`src/rtl/tis_pkg.sv`:
```
package tis_pkg;

  typedef enum logic [1:0] {
    PH_A = 2'd0,
    PH_B = 2'd1,
    PH_C = 2'd2
  } phase_e;

  // operand bits gathered for one share update
  typedef struct packed {
    logic r0;  // right word bit j
    logic l1;  // own left word rotated by 1
    logic l2;  // own left word rotated by 2
    logic l8;  // own left word rotated by 8
    logic o1;  // partner share left word rotated by 1
    logic o8;  // partner share left word rotated by 8
    logic k;   // key share bit
  } taps_t;

  // one output-share bit of the masked round: own quadratic term plus cross terms
  function automatic logic share_bit(input taps_t t);
    return t.r0 ^ t.l2 ^ (t.l1 & t.l8) ^ (t.l1 & t.o8) ^ (t.o1 & t.l8) ^ t.k;
  endfunction

endpackage

```
`src/rtl/tis_ctrl.sv`:
```
module tis_ctrl
  import tis_pkg::*;
#(
  parameter int N      = 64,
  parameter int ROUNDS = 68
) (
  input  logic   clk,
  input  logic   rst_n,
  input  logic   load,
  input  logic   start,
  output logic   busy,
  output phase_e phase,
  output logic   round_end,
  output logic   load_ok,
  output logic   done
);
  localparam int BW = (N > 1) ? $clog2(N) : 1;
  localparam int RW = (ROUNDS > 1) ? $clog2(ROUNDS) : 1;
  localparam logic [BW-1:0] BIT_LAST = BW'(N - 1);
  localparam logic [RW-1:0] RND_LAST = RW'(ROUNDS - 1);

  logic [BW-1:0] bitc;
  logic [RW-1:0] rnd;
  logic start_ok;
  logic last_step;

  assign load_ok   = load & ~busy;
  assign start_ok  = start & ~busy & ~load;
  assign round_end = busy && phase == PH_C && bitc == BIT_LAST;
  assign last_step = round_end && rnd == RND_LAST;

  always_ff @(posedge clk or negedge rst_n) begin
    if (!rst_n) begin
      busy  <= 1'b0;
      phase <= PH_A;
      bitc  <= '0;
      rnd   <= '0;
      done  <= 1'b0;
    end else if (start_ok) begin
      busy  <= 1'b1;
      done  <= 1'b0;
      phase <= PH_A;
      bitc  <= '0;
      rnd   <= '0;
    end else begin
      if (load_ok) done <= 1'b0;
      if (busy) begin
        case (phase)
          PH_A:    phase <= PH_B;
          PH_B:    phase <= PH_C;
          default: begin
            phase <= PH_A;
            if (bitc == BIT_LAST) begin
              bitc <= '0;
              rnd  <= rnd + 1'b1;
            end else begin
              bitc <= bitc + 1'b1;
            end
          end
        endcase
        if (last_step) begin
          busy <= 1'b0;
          done <= 1'b1;
        end
      end
    end
  end


  done_rise_chk: assert property (@(posedge clk) disable iff (!rst_n)
    $rose(done) |-> ($past(busy) && !busy));


  run_hold_chk: assert property (@(posedge clk) disable iff (!rst_n)
    (busy && !last_step) |=> busy);


  phase_legal_chk: assert property (@(posedge clk) disable iff (!rst_n)
    phase inside {PH_A, PH_B, PH_C});

endmodule

```
`src/rtl/tis_share.sv`:
```
module tis_share #(
  parameter int N = 64
) (
  input  logic         clk,
  input  logic         rst_n,
  input  logic         load_ok,
  input  logic [2*N-1:0] ld_word,
  input  logic         en,
  input  logic         swap,
  input  logic         newbit,
  output logic         r0,
  output logic         l1,
  output logic         l2,
  output logic         l8,
  output logic [2*N-1:0] word
);
  // two N-bit halves; lsel says which one holds the left word this round
  logic [N-1:0] x0, x1;
  logic         lsel;
  logic [N-1:0] lv, rv;

  assign lv   = lsel ? x1 : x0;
  assign rv   = lsel ? x0 : x1;
  assign r0   = rv[0];
  assign l1   = lv[N-1];
  assign l2   = lv[N-2];
  assign l8   = lv[N-8];
  assign word = {lv, rv};

  always_ff @(posedge clk or negedge rst_n) begin
    if (!rst_n) begin
      x0   <= '0;
      x1   <= '0;
      lsel <= 1'b0;
    end else if (load_ok) begin
      x0   <= ld_word[2*N-1:N];
      x1   <= ld_word[N-1:0];
      lsel <= 1'b0;
    end else begin
      if (en) begin
        // left rotates in place, new left bits fill the right half from the top
        if (!lsel) begin
          x0 <= {x0[0], x0[N-1:1]};
          x1 <= {newbit, x1[N-1:1]};
        end else begin
          x1 <= {x1[0], x1[N-1:1]};
          x0 <= {newbit, x0[N-1:1]};
        end
      end
      if (swap) lsel <= ~lsel;
    end
  end


  idle_share_chk: assert property (@(posedge clk) disable iff (!rst_n)
    (!en && !load_ok) |=> ($stable(x0) && $stable(x1)));

endmodule

```
`src/rtl/tis_route.sv`:
```
module tis_route
  import tis_pkg::*;
(
  input  logic       clk,
  input  logic       rst_n,
  input  logic       busy,
  input  phase_e     phase,
  input  logic [2:0] r0_v,
  input  logic [2:0] l1_v,
  input  logic [2:0] l2_v,
  input  logic [2:0] l8_v,
  input  logic       ks_a,
  input  logic       ks_b,
  input  logic       ks_c,
  output logic [2:0] en_v,
  output logic       newbit
);
  logic  save_a;  // share a's rotate-by-8 bit from before its shift
  taps_t t;

  assign en_v = busy ? (3'b001 << phase) : 3'b000;

  always_ff @(posedge clk or negedge rst_n) begin
    if (!rst_n)       save_a <= 1'b0;
    else if (en_v[0]) save_a <= l8_v[0];
  end

  always_comb begin
    t = '0;
    case (phase)
      PH_A: begin
        t.r0 = r0_v[0]; t.l1 = l1_v[0]; t.l2 = l2_v[0]; t.l8 = l8_v[0];
        t.o1 = l1_v[1]; t.o8 = l8_v[1]; t.k = ks_a;
      end
      PH_B: begin
        t.r0 = r0_v[1]; t.l1 = l1_v[1]; t.l2 = l2_v[1]; t.l8 = l8_v[1];
        t.o1 = l1_v[2]; t.o8 = l8_v[2]; t.k = ks_b;
      end
      default: begin
        // share a already advanced one place: its rotate-by-1 bit sits on the
        // rotate-by-2 tap, its rotate-by-8 bit is held in save_a
        t.r0 = r0_v[2]; t.l1 = l1_v[2]; t.l2 = l2_v[2]; t.l8 = l8_v[2];
        t.o1 = l2_v[0]; t.o8 = save_a; t.k = ks_c;
      end
    endcase
  end

  assign newbit = share_bit(t);


  one_share_chk: assert property (@(posedge clk) disable iff (!rst_n)
    $onehot0(en_v));


  order_b_chk: assert property (@(posedge clk) disable iff (!rst_n)
    en_v[1] |-> $past(en_v[0]));


  order_c_chk: assert property (@(posedge clk) disable iff (!rst_n)
    en_v[2] |-> $past(en_v[1]));

endmodule

```
`src/rtl/tis_serial_simon.sv`:
```
module tis_serial_simon
  import tis_pkg::*;
#(
  parameter int N      = 64,
  parameter int ROUNDS = 68
) (
  input  logic           clk,
  input  logic           rst_n,
  input  logic           load,
  input  logic [2*N-1:0] pt_sh_a,
  input  logic [2*N-1:0] pt_sh_b,
  input  logic [2*N-1:0] pt_sh_c,
  input  logic           start,
  input  logic           ks_a,
  input  logic           ks_b,
  input  logic           ks_c,
  output logic           done,
  output logic [2*N-1:0] ct_sh_a,
  output logic [2*N-1:0] ct_sh_b,
  output logic [2*N-1:0] ct_sh_c
);
  logic       busy, round_end, load_ok, newbit;
  phase_e     phase;
  logic [2:0] en_v, r0_v, l1_v, l2_v, l8_v;
  logic [2*N-1:0] ld_v   [3];
  logic [2*N-1:0] word_v [3];

  assign ld_v[0] = pt_sh_a;
  assign ld_v[1] = pt_sh_b;
  assign ld_v[2] = pt_sh_c;
  assign ct_sh_a = word_v[0];
  assign ct_sh_b = word_v[1];
  assign ct_sh_c = word_v[2];

  tis_ctrl #(.N(N), .ROUNDS(ROUNDS)) u_ctrl (
    .clk(clk), .rst_n(rst_n), .load(load), .start(start),
    .busy(busy), .phase(phase), .round_end(round_end),
    .load_ok(load_ok), .done(done)
  );

  tis_route u_route (
    .clk(clk), .rst_n(rst_n), .busy(busy), .phase(phase),
    .r0_v(r0_v), .l1_v(l1_v), .l2_v(l2_v), .l8_v(l8_v),
    .ks_a(ks_a), .ks_b(ks_b), .ks_c(ks_c),
    .en_v(en_v), .newbit(newbit)
  );

  for (genvar s = 0; s < 3; s++) begin : g_share
    tis_share #(.N(N)) u_sh (
      .clk(clk), .rst_n(rst_n), .load_ok(load_ok), .ld_word(ld_v[s]),
      .en(en_v[s]), .swap(round_end), .newbit(newbit),
      .r0(r0_v[s]), .l1(l1_v[s]), .l2(l2_v[s]), .l8(l8_v[s]),
      .word(word_v[s])
    );
  end


  done_hold_chk: assert property (@(posedge clk) disable iff (!rst_n)
    (done && !load && !start) |=> (done && $stable(ct_sh_a) && $stable(ct_sh_b) && $stable(ct_sh_c)));

endmodule

```
`config.mk`:
```
export PLATFORM = sky130hd
export DESIGN_NAME = tis_serial_simon
export DESIGN_NICKNAME = d
export VERILOG_FILES = /design/src/rtl/tis_pkg.sv /design/src/rtl/tis_ctrl.sv /design/src/rtl/tis_share.sv /design/src/rtl/tis_route.sv /design/src/rtl/tis_serial_simon.sv
export SDC_FILE = /design/constraint.sdc
export NUM_CORES = 1
export LEC_CHECK = 0
export BUFFER_PORTS_ARGS = -buffer_cell sky130_fd_sc_hd__buf_4
export CORE_AREA = 2 2 298 300
export CTS_BUF_LIST = sky130_fd_sc_hd__clkbuf_4
export CTS_CLUSTER_SIZE = 24
export DETAILED_ROUTE_END_ITERATION = 7
export DIE_AREA = 0 0 300 302
export GPL_TIMING_DRIVEN = 0
export PLACE_DENSITY = 0.58
export SYNTH_ARGS = -nofsm -noshare
export SYNTH_HDL_FRONTEND = slang
export SYNTH_SLANG_ARGS = --single-unit
```
`constraint.sdc`:
```
create_clock -name clk -period 2.2 [get_ports clk]
set_clock_uncertainty 0.2 [all_clocks]
set_input_delay 0.11 -clock clk [delete_from_list [all_inputs] [get_ports clk]]
set_output_delay 0.11 -clock clk [all_outputs]
set_load 0.01 [all_outputs]
```
==> impl_results.md <==
- Outcome: finished, violations left
- Failing checks: negative setup slack
- Final Hold Fails: 0
- Vias in the first global route: 28,600
- Worst-Margin Slew: 688 ps
- Placed cell count: 4,341
- Rel. slew slack: 0.541
- Worst-Skew Late Latency: 890 ps
- H-tree Lvls: 3
- Number of nets in the layout: 4,523
- Num CTS Buffers: 118
- Gp weighted congestion: 0.901
- Final setup viols: 390
- Register area share after synthesis: 0.438
- Register bit total from synthesis: 405
- Final WS setup: -442 ps
- Period Utilization, post-route: 1.20
- Dominant cell type by area after synthesis: dfrtp_1
- CTS tree: done
- Final WL: 121 mm
- Pin count of the biggest net entering global routing: 108
- Synth Area in Adders: 0.00108
- Ranking of synthesized cells by area: dfrtp_1, mux2_2, mux2i_1
- Die X: 300 µm
- I/O pin count: 776
- Core area: 0.0876 mm²
- Syn Std Cell Area: 0.0231 mm²
- RSZ-0062 raised after global routing: true
- CP startpoint kind: flip-flop
- Post-synthesis cell type count: 44
- Critical path type: flip-flop to flip-flop
- Final min period: 2640 ps
- Cells after Synth: 2,397
- Worst EP required: 2770 ps
- Buffers on Ports: 775
- DR iter-0 viols: 1,735
- Drt wl/cell: 22.3 µm
- Post-Layout Cell Count: 5,418
- Initial antenna violation count: 17
- Post-DP HPWL: 78.0 mm
- Post-route ant nets: 0
- Power Dens Cells: 1170 mW/mm²
- Global-route wire length before repair: 175 mm
- Mux cell area share after synthesis: 0.296
- HP Class: input pin to flip-flop
- Layout area overhead: 92.9%
- Drc violations: 0
- Complex-gate fraction of the synthesized area: 0.0989
- Total global routing overflow: 0
- Pre-CTS WS: -1460 ps
- DRT Pass-1 Iters: 6
- Critical path, cell by cell: buf_12, buf_8, mux2_4, a222oi_1, nor2_1, xor2_1, xnor3_2, o41ai_2
- Root buffer cell: clkbuf_4
- Max stage delay on crit path: 410 ps
- Yosys warns: 0
- Vias per cell: 4.99
- Slowest cell on crit path: xnor3_2
- Die ar.: 0.0906 mm²
- Via count: 27,000
- Xor-xnor portion of the synthesized cell area: 0.00709
- Clock slew at reported path FFs: 70 ps
- Share of cells above drive strength 1: 0.382
- Crit end category: flip-flop
- Initial Util: 0.264
- Clock buffer depth: 3
- Die height: 302 µm
- Leak Pwr: 20.5 nW
- Worst IR Drop VDD: 661 µV
- Syn nets: 2,790
- Arrival time at the worst endpoint: 3210 ps
- Largest family of logic cells by synthesized area: multiplexers
- Cell row count: 109
- All-Layer GR Usage: 0.251
- Mean Syn Cell Area: 9.64 µm²
- Max FO, Critical Path: 8
- Top-area cell type share of the netlist area: 0.438
- Area fraction in and, or, nand and nor cells after synthesis: 0.120
- Final Max Tran Viols: 0
- F_max: 379 MHz
- Max_cap viols: 0
- Fillers: 7,502
- Sink Count: 405
## report_power, final
part,switching (mW),internal [mW],leakage (nW)
clock,3.69,3.87,0.911
combinational,13.2,15.9,14.7
sequential,4.39,11.0,4.88
## worst max-delay path: cells and delay by family (launching register included)
kind,cells,cell delay (ps)
xor gates and xnor gates,2,590
buffers and inverters,2,290
DFF,1,390
muxes,1,330
AOI/OAI and AO/OA,2,640
and+or+nand+nor,1,100
## synth_stat cells, drive strengths merged
master	n
nor4	1
or3	2
mux2	378
a21oi	12
nor2	159
a22oi	1
o31ai	2
xor2	8
nand2b	6
dfrtp	405
mux2i	258
o211ai	1
buf	62
and4	1
a221o	1
a222oi	2
xnor3	1
nor2b	5
nand4	1
and4b	1
and3	1
nand3b	1
ha	2
xnor2	8
o21bai	1
nand2	523
a31oi	127
nor3	1
a21o	2
and2	3
inv	4
clkbuf	142
o41ai	2
o21ai	263
nor3b	1
nand3	9
## layout make-up
class	count	area, µm²	share of cell area
Timing Repair Buffer	1619	15900	0.356
Multi-Input combinational cell	1784	13400	0.300
Sequential cell	405	10100	0.227
Buffer	198	2140	0.0480
Tap cell	1165	1460	0.0327
Clock buffer	175	1310	0.0295
Clock inverter	47	239	0.00536
Antenna cell	21	52.6	0.00118
Inverter	4	15.0	0.000337
## sequential cells by signal (all words and copies together) (netlist names)
name               flops
g_share.u_sh.x1      192
u_ctrl.rnd             7
u_ctrl.done            1
g_share.u_sh.lsel      3
u_ctrl.phase           2
g_share.u_sh.x0      192
u_ctrl.busy            1
u_ctrl.bitc            6
u_route.save_a         1
## per-layer routing
metal  track usage  routed length (µm)
met1         0.299               47700
met2         0.416               57400
met3        0.0661                8240
met4         0.130                7120
met5             0                  65
## path summary, 6_finish.rpt
check	start	to	slack, ps	depth (start not counted)
max	g_share[0].u_sh.lsel	g_share[2].u_sh.x1[63]	-440	8
min	ks_b	g_share[2].u_sh.x0[63]	110	7
max reg2reg	g_share[0].u_sh.lsel	g_share[2].u_sh.x1[63]	-440	8
min reg2reg	u_ctrl.done	u_ctrl.done	310	1
max in group asynchronous	rst_n	g_share[1].u_sh.x1[49]	140	7
min in group asynchronous	rst_n	g_share[0].u_sh.x0[30]	260	5
## logic make-up (layout without fill, tap and decap cells)
family	Yosys count	in the layout
xor gates and xnor gates	17	17
adders and majority gates	2	2
DFF	405	405
buffers and inverters	208	2043
muxes	636	636
AOI/OAI and AO/OA	414	414
and+or+nand+nor	715	715
other	0	21
## cells in the final DEF, fill, tap and decap left out, drive strengths merged, types with 2 or more instances in the layout
cell / synthesis / routed
mux2: 378 / 378
and2: 3 / 3
o21ai: 263 / 263
nand2b: 6 / 6
a31oi: 127 / 127
nor2: 159 / 159
clkinvlp: 0 / 2
buf: 62 / 887
a21oi: 12 / 12
bufinv: 0 / 2
nor2b: 5 / 5
clkbuf: 142 / 329
nand3: 9 / 9
or3: 2 / 2
xnor2: 8 / 8
diode: 0 / 21
ha: 2 / 2
mux2i: 258 / 258
inv: 4 / 6
o31ai: 2 / 2
o41ai: 2 / 2
clkinv: 0 / 41
dfrtp: 405 / 405
a21o: 2 / 2
a222oi: 2 / 2
xor2: 8 / 8
dlygate4sd3: 0 / 776
nand2: 523 / 523
## through the flow
stage | cell area (µm²) | total power, mW | TNS (ps) | hold slack (ps) | util
2_1_floorplan | 23100 | 26.1 | 0 | -386 | -
4_1_cts | 43500 | 50.0 | -184610 | 0.759 | 0.497
5_1_grt | 44600 | 55.1 | -190860 | 16.4 | 0.509
6_report | 44600 | 52.1 | -123160 | 110 | 0.509
3_5_place_dp | 30500 | 37.6 | -533640 | -176 | 0.348
3_3_place_gp | 30400 | 37.2 | -2012860 | 114 | 0.347
## what timing repair did
action                     in CTS  in global routing
setup endpoints to repair     775                752
setup buffers                  21                  5
hold endpoints to repair      720                  0
gates resized for setup       788                308
cloned                         23                 13
pin swaps                       3                  2
hold buffers                  778                  0
Power figures use the tool's default switching activity.
